### src/rtl/exc_ctrl_regs.sv
module exc_ctrl_regs #(
  parameter int NUM_IRQ = 8,
  parameter int CTRL_W = 4,
  parameter logic [15:0] KEY = 16'h05FA
) (
  input  logic               clk,
  input  logic               rst_n,
  input  logic [3:0]         addr,
  input  logic               we,
  input  logic [31:0]        wdata,
  output logic [31:0]        rdata,
  input  logic               tick_i,
  input  logic [NUM_IRQ-1:0] irq_i,
  input  logic               enter_i,
  input  logic [5:0]         enter_num_i,
  input  logic               exit_i,
  output logic [CTRL_W-1:0]  ctrl_o
);
  localparam int SVC_NUM = 14;
  localparam int TMR_NUM = 15;
  localparam int IRQ_BASE = 16;
  localparam int B_TCLR = 25;
  localparam int B_TSET = 26;
  localparam int B_SCLR = 27;
  localparam int B_SSET = 28;

  logic               pend_tmr, pend_svc;
  logic [NUM_IRQ-1:0] irq_pend, irq_en;
  logic [5:0]         active, pnum;
  logic [CTRL_W-1:0]  ctrl_q;
  logic               summary;

  wire wr_st   = we && addr[3:2] == 2'd0;
  wire wr_en   = we && addr[3:2] == 2'd1;
  wire wr_pend = we && addr[3:2] == 2'd2;
  wire wr_ctl  = we && addr[3:2] == 2'd3 && wdata[31:16] == KEY;

  wire tclr = wr_st && wdata[B_TCLR];
  wire tset = wr_st && wdata[B_TSET];
  wire sclr = wr_st && wdata[B_SCLR];
  wire sset = wr_st && wdata[B_SSET];
  wire [NUM_IRQ-1:0] iclr = wr_pend ? wdata[NUM_IRQ-1:0] : '0;

  always_ff @(posedge clk or negedge rst_n) begin
    if (!rst_n) begin
      pend_tmr <= 1'b0;
      pend_svc <= 1'b0;
      irq_pend <= '0;
      irq_en   <= '0;
      active   <= '0;
      ctrl_q   <= '0;
    end else begin
      pend_tmr <= tick_i | ((pend_tmr | tset) & ~tclr);
      pend_svc <= (pend_svc | sset) & ~sclr;
      irq_pend <= irq_i | (irq_pend & ~iclr);
      if (wr_en) irq_en <= wdata[NUM_IRQ-1:0];
      if (enter_i) active <= enter_num_i;
      else if (exit_i) active <= '0;
      if (wr_ctl) ctrl_q <= wdata[CTRL_W-1:0];
    end
  end

  always_comb begin
    pnum = '0;
    for (int i = NUM_IRQ - 1; i >= 0; i--)
      if (irq_pend[i] && irq_en[i]) pnum = 6'(IRQ_BASE + i);
    if (pend_tmr) pnum = 6'(TMR_NUM);
    if (pend_svc) pnum = 6'(SVC_NUM);
  end

  assign summary = pend_tmr | pend_svc | (|irq_pend);

  always_comb begin
    rdata = '0;
    case (addr[3:2])
      2'd0: begin
        rdata[22]    = summary;
        rdata[17:12] = pnum;
        rdata[5:0]   = active;
      end
      2'd1: rdata[NUM_IRQ-1:0] = irq_en;
      2'd2: rdata[NUM_IRQ-1:0] = irq_pend;
      default: rdata[CTRL_W-1:0] = ctrl_q;
    endcase
  end

  assign ctrl_o = ctrl_q;
endmodule

### config.mk
export PLATFORM = sky130hd
export DESIGN_NAME = exc_ctrl_regs
export DESIGN_NICKNAME = d
export VERILOG_FILES = /design/src/rtl/exc_ctrl_regs.sv
export SDC_FILE = /design/constraint.sdc
export NUM_CORES = 1
export LEC_CHECK = 0
export BUFFER_PORTS_ARGS = -buffer_cell sky130_fd_sc_hd__buf_2
export CAP_MARGIN = 10
export CORE_ASPECT_RATIO = 0.8
export CORE_MARGIN = 1.5
export CORE_UTILIZATION = 30
export DETAILED_ROUTE_END_ITERATION = 16
export SETUP_SLACK_MARGIN = 0.1
export SYNTH_ARGS = -nofsm -noshare
export SYNTH_HDL_FRONTEND = slang
export SYNTH_SLANG_ARGS = --single-unit
### constraint.sdc
create_clock -name clk -period 3.32 [get_ports clk]
set_input_delay 0.498 -clock clk [delete_from_list [all_inputs] [get_ports clk]]
set_output_delay 0.498 -clock clk [all_outputs]
set_load 0.03 [all_outputs]
; ---- Word level (Yosys, flattened, before mapping)
; Cells that the tools add are included.
[op_classes]
bitwise = 12
n_shift = 0
n_reduce_logical = 20
addsub = 0
mux = 18
eq_ne = 4
order_cmp = 0
multipliers = 0
div_mod_pow = 0
[ops]
columns = cell, n
row1 = $mux W6, 12
row2 = $logic_and A1 B1 Y1, 17
row3 = $eq A16 B11 Y1 const B, 1
row4 = $pmux W4 S3, 1
row5 = $and A8 B8 Y8, 1
row6 = $mux W8, 1
row7 = $not A8 Y8, 1
row8 = $or A8 B8 Y8, 1
row9 = $reduce_or A8 Y1, 1
row10 = $pmux W2 S3, 1
row11 = $mux W5, 1
row12 = $or A1 B1 Y1, 5
row13 = $eq A2 B2 Y1 const B, 2
row14 = $pmux W2 S2, 1
row15 = $and A1 B1 Y1, 2
row16 = $eq A2 B1 Y1 const B, 1
row17 = $logic_not A2 Y1, 1
row18 = $not A1 Y1, 2
row19 = $reduce_bool A2 Y1, 1
row20 = $mux W1, 1
[totals]
out_inout_bits = 36
memories = 0
word_cells = 60
ramBits = 0
inputBits = 56
reg_bits = 28
rom_bits = 0
latchBits = 0

; ---- Depth between registers and ports, before layout
; Gate-level depths: netlist (run 1).
[logic_depth]
depth_word = 12
depth_mapped = 7
mapped_depth_nobuf = 5

; ---- Worst setup path before layout (run 1)
; Ideal clock, no wire load.
[synth_path]
kind = input to output
from = input port addr[2]
to = output port rdata[0]
n_path_buf = 1
path_slack_ps = 1190
required_time_ps = 2822
path_stages = 5
t_arrival_ps = 1632
cell_sequence = inv_1 -> ha_1 -> clkbuf_1 -> a222oi_1 -> mux2i_1
[synth_between]
elab_chain_len = 2
[synth_rtl]
columns = item, line
row1 = from (decl), 8  ; input logic [3:0] addr,
row2 = "$eq A2 B2 Y1, or another cell as far along", 75  ; case (addr[3:2])
row3 = $pmux W4 S3 (*), 75
row4 = to (decl), 11  ; output logic [31:0] rdata,
; Mark *: on every way between the ends. The rest lies on a longest branch, timed or not.

; ---- Worst setup path in the final report (run 1)
[layout_path]
from = input port addr[2]
to = output port rdata[12]
[layout_between]
elab_chain_len = 2
[layout_rtl]
columns = item, line
row1 = $logic_not A2 Y1, 75
row2 = $mux W6, 75
; Every way passes these cells.

==> impl_metrics.sql, run 1 <==
INSERT INTO impl_metrics (metric_group, metric, value, unit) VALUES
('run_status', 'run_status', 'complete, no violations', ''),
('grt', 'global_route_wire_length_before_repair', '6.38', 'mm'),
('sta', 'worst_pin_slew', '656', 'ps'),
('power', 'p_leak', '0.987', 'nW'),
('cells_and_area', 'num-fill-cells', '599', ''),
('power', 'pwr_density_cell', '431', 'nW/um^2'),
('yosys', 'post_synth.cell_area_avg', '9.98', 'um^2'),
('critical_path', 'worst_setup_path_start_kind', 'primary input', ''),
('yosys', 'synth_seq_area_share', '41.3', '%'),
('route', 'drt_first_iter_violations', '103', ''),
('clock_tree', 'ctsHoldBuffers', '0', ''),
('cells_and_area', 'layout-drive-gt1-share', '35.8', '%'),
('floorplan', 'die_area', '6120', 'um^2'),
('cells_and_area', 'flow.area_growth_from_synthesis', '22.3', '%'),
('hold_path', 'min-delay-path-class', 'primary input to async pin', ''),
('yosys', 'synth_ff_type', 'dfrtp_1', ''),
('yosys', 'netlist_instances', '170', ''),
('sta', 'final.setup.tns', '0', 'ps'),
('sta', 'report.final.hold_viol_count', '0', ''),
('route', 'routed_wl', '4.28', 'mm'),
('grt', 'first_global_vias', '1278', ''),
('sta', 'timing.max_slew.rel_slack', '56.3', '%'),
('grt', 'grt_overflow', '0', ''),
('critical_path', 'critPathCaptureType', 'output pin', ''),
('grt', 'globalRouteTotalUtil', '13.9', '%'),
('sta', 'fmax', '415', 'MHz'),
('yosys', 'synth_cell_type_count', '38', ''),
('clock_tree', 'ctsRootBufferMaster', 'clkbuf_8', ''),
('floorplan', 'top_level_ports', '92', ''),
('yosys', 'syn_area', '1700', 'um^2'),
('critical_path', 'timing.critical_path.required', '2820', 'ps'),
('sta', 'setup-violations-final', '0', ''),
('route', 'drt_pre_antenna_iters', '5', ''),
('clock_tree', 'cts_buffers', '3', ''),
('sta', 'maxSlewViolCount', '0', ''),
('cells_and_area', 'diode_count', '0', ''),
('sta', 'layout_worst_path_cycle_share', '72.6', '%'),
('floorplan', 'core_region', '5470', 'um^2'),
('clock_tree', 'tritoncts', 'done', ''),
('route', 'drt.antenna.violating_nets', '0', ''),
('floorplan', 'die_width', '87.1', 'um'),
('placement', 'place_congestion', '0.832', ''),
('clock_tree', 'cts.htree.levels', '1', ''),
('clock_tree', 'cts_post_setup_buffers_inserted', '0', ''),
('sta', 'timing.clock.skew', '0', 'ps'),
('clock_tree', 'worst_skew_pair.late_latency', '280', 'ps'),
('cells_and_area', 'layout_commonest_cell', 'buf_2', ''),
('yosys', 'synth_warnings', '0', ''),
('critical_path', 'cells_along_the_critical_path', 'buf_2 -> inv_1 -> ha_1 -> inv_1 -> a2111oi_2 -> buf_2', ''),
('yosys', 'synth_seq_cells', '28', ''),
('sta', 'fin_hold_ws', '232', 'ps'),
('run', 'timing.max_cap.violations', '0', ''),
('sta', 'rsz0062_at_grt', 'false', ''),
('grt', 'number_of_antenna_violations_at_the_first_check_in_global_routing', '0', ''),
('route', 'routedWlPerCell', '14.0', 'um'),
('sta', 'post-route-min-period', '2410', 'ps'),
('cells_and_area', 'fin_nets', '291', ''),
('clock_tree', 'clock_path_buffers', '2', ''),
('critical_path', 'critical_path.max_stage_delay', '440', 'ps'),
('yosys', 'synth_enable_flop_cells', '0', ''),
('critical_path', 'critPathArrivalTime', '1910', 'ps'),
('placement', 'io_buffer_count', '63', ''),
('floorplan', 'rows', '24', ''),
('power', 'ir_drop', '0.000197', 'V'),
('critical_path', 'crit_type', 'primary input to output pin', ''),
('cells_and_area', 'layout_common_cells', 'buf_2 (63), dfrtp_1 (28), nand2_1 (22)', ''),
('yosys', 'postSynth.asyncResetShare', '100', '%'),
('floorplan', 'initial_utilization', '31.0', '%'),
('clock_tree', 'post_cts_resized', '0', ''),
('critical_path', 'critPathSlowestCell', 'ha_1', ''),
('clock_tree', 'clkTransAtPathRegs', '100', 'ps'),
('clock_tree', 'clock-sinks', '28', ''),
('route', 'routed_via_density', '4.68', ''),
('placement', 'place_hpwl', '3.28', 'mm'),
('critical_path', 'critical_path.max_fanout', '12', ''),
('floorplan', 'die_height', '70.3', 'um'),
('route', 'via_count_of_the_routed_design', '1436', ''),
('route', 'number_of_remaining_drc_errors', '0', ''),
('grt', 'grt_start_max_net_pins', '29', '');
==> area by class of cell <==
| type | count | area, um^2 | area share [%] |
|---|---|---|---|
| Clock buffer | 3 | 41.3 | 1.99 |
| Clock inverter | 1 | 30.0 | 1.45 |
| Timing Repair Buffer | 63 | 315 | 15.2 |
| Tap cell | 78 | 97.6 | 4.70 |
| Multi-Input combinational cell | 127 | 865 | 41.7 |
| Inverter | 7 | 26.3 | 1.27 |
| Sequential cell | 28 | 701 | 33.8 |
==> kinds of logic after synthesis <==
group | after synthesis | synth area share (%)
AOI/OAI and AO/OA | 41 | 18.0
other | 1 | 0.221
adders and majority gates | 5 | 3.69
buffers and inverters | 32 | 11.5
muxes | 16 | 10.3
DFF | 28 | 41.3
and+or+nand+nor | 47 | 15.0
==> registers in the layout, summed over array words and instances, names as in the netlist <==
signal    count
irq_pend      8
active        6
ctrl_o        4
irq_en        8
pend_tmr      1
pend_svc      1
==> Yosys cell counts (5+ instances only) <==
cell       n  area [um^2]
dfrtp_1   28          701
nand2_1   22         82.6
buf_4     19          143
a21o_1     8         60.1
mux2_2     8         90.1
inv_1      7         26.3
o21ai_0    7         35.0
a222oi_1   6         60.1
a22oi_1    6         45.0
nand2b_1   6         37.5
a31oi_1    5         31.3
ha_1       5         62.6
nor2_1     5         18.8
==> critical path, delay by kind of cell <==
kind | cells | cell delay, ps
buffers and inverters | 4 | 680
adders and majority gates | 1 | 440
AOI/OAI and AO/OA | 1 | 290
==> worst paths after layout <==
check / start / to / slack, ps / depth (start not counted)
worst max-delay path: addr[2] / rdata[12] / 910 / 6
worst min-delay path: rst_n / ctrl_o[3] / 230 / 1
worst max register to register: pend_tmr / pend_tmr / 2280 / 3
worst min register to register: ctrl_o[1] / ctrl_o[1] / 530 / 1
max in group asynchronous: rst_n / pend_tmr / 2670 / 1
min in group clk: irq_i[5] / irq_pend[5] / 380 / 2
==> stage by stage <==
step	cell area (um^2)	util [%]	setup slack (ps)	instances	power [mW]
after floorplan	1760	-	1190	187	0.563
after global placement	2000	36.7	960	303	0.621
after detailed placement	2000	36.7	927	303	0.625
after CTS	2080	38.0	927	307	0.905
after global routing	2080	38.0	769	307	0.939
final	2080	38.0	910	307	0.895
==> power breakdown <==
group	switching, mW	total [mW]	internal (mW)
registers	0.0349	0.406	0.371
logic	0.131	0.213	0.0828
clock network	0.114	0.276	0.162
==> routing by layer <==
| metal | routed length, um | up-vias | track usage, % | part of all wire, % |
|---|---|---|---|---|
| li1 | - | 693 | - | - |
| met1 | 1970 | 667 | 20.0 | 46 |
| met2 | 1900 | 72 | 20.9 | 44 |
| met3 | 383 | 4 | 3.66 | 8.9 |
| met4 | 30 | 0 | 2.69 | 0.70 |
| met5 | 0 | - | 0 | 0 |
No activity file was read; power rests on OpenSTA's default activity.
==> run 2: changes to the inputs <==
clock period = 2.3 ns   (was 3.32 ns; I/O delays follow)
==> run 2 against run 1 <==
  * Critical path depth fell by 1
  * First-iteration DRC count is 0.97% lower
  * Sequential share of layout area fell by 0.32 points
  * Via count grew 3.0%
  * Total power up 45%
  * Register-to-register slack worse by 1000 ps
  * Die area is the same
  * Worst setup slack got worse by 720 ps
  * Clock power increased by 44%
  * Design area grew 1.1%
  * Critical path type is now flop to output pin
  * Largest cell class unchanged
==> impl_metrics.sql, run 2 (synthesized netlist as in run 1, its figures left out) <==
INSERT INTO impl_metrics (metric_group, metric, value, unit) VALUES
('critical_path', 'critPathArrivalTime', '1770', 'ps'),
('route', 'route.layer.met1.wl', '1.98', 'mm'),
('clock_tree', 'cts_buffers', '3', ''),
('sta', 'post-route-min-period', '2110', 'ps'),
('critical_path', 'timing.critical_path.required', '1960', 'ps'),
('route', 'drt_pre_antenna_iters', '5', ''),
('sta', 'report.final.hold_viol_count', '0', ''),
('hold_path', 'min-delay-path-class', 'primary input to async pin', ''),
('clock_tree', 'cts.htree.levels', '1', ''),
('grt', 'number_of_antenna_violations_at_the_first_check_in_global_routing', '0', ''),
('clock_tree', 'clkTransAtPathRegs', '100', 'ps'),
('cells_and_area', 'diode_count', '0', ''),
('sta', 'maxSlewViolCount', '0', ''),
('floorplan', 'die_area', '6120', 'um^2'),
('critical_path', 'worstPathBufferInverterCount', '1', ''),
('sta', 'rsz0062_at_grt', 'false', ''),
('placement', 'placed_cells', '304', ''),
('cells_and_area', 'largestRegisters', 'irq_en (8), irq_pend (8), active (6)', ''),
('critical_path', 'worst-r2r-setup-slack', '1280', 'ps'),
('clock_tree', 'cts_post_setup_buffers_inserted', '0', ''),
('route', 'drt_first_iter_violations', '102', ''),
('grt', 'grt_overflow', '0', ''),
('clock_tree', 'ctsRootBufferMaster', 'clkbuf_8', ''),
('floorplan', 'die_height', '70.3', 'um'),
('cells_and_area', 'fin_nets', '292', ''),
('sta', 'layout_worst_path_cycle_share', '91.8', '%'),
('critical_path', 'crit_type', 'flop to output pin', ''),
('route', 'highest-signal-layer', 'met4', ''),
('route', 'routed_wl', '4.21', 'mm'),
('placement', 'io_buffer_count', '63', ''),
('critical_path', 'worst_setup_path_start_kind', 'flop', ''),
('critical_path', 'crit_start', 'irq_pend[6]', ''),
('power', 'netSwitchingPower', '0.404', 'mW'),
('clock_tree', 'post_cts_resized', '0', ''),
('run', 'timing.max_cap.violations', '0', ''),
('route', 'number_of_remaining_drc_errors', '0', ''),
('power', 'pwr-share-comb', '24.2', '%'),
('placement', 'placed_area', '2010', 'um^2'),
('route', 'wl_met2', '1.84', 'mm'),
('grt', 'global_route_wire_length_before_repair', '6.47', 'mm'),
('floorplan', 'core_region', '5470', 'um^2'),
('clock_tree', 'clock-sinks', '28', ''),
('critical_path', 'critical_path.reg2reg.endpoint', 'pend_tmr', ''),
('cells_and_area', 'finalInstanceArea', '2100', 'um^2'),
('clock_tree', 'tritoncts', 'done', ''),
('sta', 'setup-violations-final', '0', ''),
('power', 'p_clk_share', '30.7', '%'),
('clock_tree', 'clock_path_buffers', '2', ''),
('route', 'routed_via_density', '4.80', ''),
('sta', 'timing.max_slew.rel_slack', '56.7', '%'),
('floorplan', 'rows', '24', ''),
('critical_path', 'critPathSlowestCell', 'dfrtp_2', ''),
('critical_path', 'cells_along_the_critical_path', 'nand2_1 -> a32oi_1 -> a221o_1 -> a2111oi_4 -> buf_4', ''),
('critical_path', 'path_delay_family', 'compound AO/OA/AOI/OAI gates', ''),
('sta', 'final.setup.tns', '0', 'ps'),
('cells_and_area', 'layout_commonest_cell', 'buf_2', ''),
('floorplan', 'die_width', '87.1', 'um'),
('sta', 'worst_slack', '188', 'ps'),
('cells_and_area', 'flow.area_growth_from_synthesis', '23.7', '%'),
('grt', 'grt_start_max_net_pins', '29', ''),
('grt', 'first_global_vias', '1273', ''),
('placement', 'place_hpwl', '3.27', 'mm'),
('cells_and_area', 'layout_common_cells', 'buf_2 (62), dfrtp_1 (27), nand2_1 (22)', ''),
('floorplan', 'initial_utilization', '31.0', '%'),
('route', 'via_count_of_the_routed_design', '1479', ''),
('power', 'switching_share', '31.2', '%'),
('sta', 'worst_pin_slew', '650', 'ps'),
('run_status', 'run_status', 'complete, no violations', ''),
('power', 'ir_drop', '0.000297', 'V'),
('route', 'drt.antenna.violating_nets', '0', ''),
('critical_path', 'rr_startpoint', 'pend_tmr', ''),
('critical_path', 'critical_path.max_stage_delay', '450', 'ps'),
('critical_path', 'rr_worst_depth', '3', ''),
('placement', 'detailedPlace.worstSlack', '319', 'ps'),
('clock_tree', 'worst_skew_pair.late_latency', '280', 'ps'),
('power', 'p_leak', '0.994', 'nW'),
('power', 'seq_power_share', '45.1', '%'),
('critical_path', 'setup.worst_path.end', 'rdata[12]', ''),
('clock_tree', 'ctsHoldBuffers', '0', ''),
('floorplan', 'top_level_ports', '92', ''),
('power', 'power.internal', '0.891', 'mW'),
('sta', 'timing.clock.skew', '0', 'ps'),
('critical_path', 'critical_path.max_fanout', '5', ''),
('cells_and_area', 'layoutNonFillerInstCount', '308', ''),
('cells_and_area', 'layout-drive-gt1-share', '36.5', '%'),
('route', 'routedWlPerCell', '13.7', 'um'),
('cells_and_area', 'final_util', '38.4', '%'),
('cells_and_area', 'num-fill-cells', '577', ''),
('critical_path', 'critPathCaptureType', 'output pin', ''),
('grt', 'globalRouteTotalUtil', '13.8', '%'),
('power', 'pwr_density_cell', '617', 'nW/um^2'),
('placement', 'place_congestion', '0.879', ''),
('sta', 'fmax', '473', 'MHz'),
('critical_path', 'critical_path_cell_count', '5', ''),
('route', 'met3RoutedLength', '362', 'um');
-- run 2: through the flow --
stage / total power, mW / hold WS, ps
after floorplan: 0.813 / 49.4
final: 1.30 / 80.2
after global routing: 1.36 / 124
after detailed placement: 0.903 / 411
after CTS: 1.30 / 102
after global placement: 0.897 / 399
-- run 2: how the worst min path moves through the flow --
stage,slack [ps],startpoint,cells after the start,to
3_5_place_dp,410,rst_n,1,irq_pend[2]
2_1_floorplan,50,rst_n,0,active[0]
6_report,80,rst_n,1,irq_pend[2]
4_1_cts,100,rst_n,1,irq_pend[3]
5_1_grt,120,rst_n,1,irq_pend[2]
3_3_place_gp,400,rst_n,1,irq_pend[2]
-- run 2: final cells by class --
type / count / area (um^2) / area share [%]
sequential: 28 / 702 / 33.4
clock buffer: 3 / 41.3 / 1.97
multi-input combinational: 127 / 877 / 41.8
clock inverter: 1 / 30.0 / 1.43
timing repair buffer: 64 / 325 / 15.5
inverter: 7 / 26.3 / 1.25
tap: 78 / 97.6 / 4.65
-- run 2: layer usage --
layer / up-vias / track usage (%)
met5: - / 0
met4: 0 / 2.69
met3: 4 / 3.55
met1: 696 / 20.5
li1: 696 / -
met2: 83 / 20.2
-- run 2: worst register-to-register path: stages (launching register included) --
cell and delay (ps):
dfrtp_1 430, a31oi_1 150, a31oi_1 50, or2_2 280
-- run 2: power by group through the flow --
stage          clock (mW)  sequential [mW]  combinational [mW]
3_5_place_dp            0            0.593               0.309
6_report            0.397            0.585               0.314
5_1_grt             0.429            0.591               0.341
2_1_floorplan           0            0.578               0.235
4_1_cts             0.403            0.583               0.311
3_3_place_gp            0            0.592               0.306
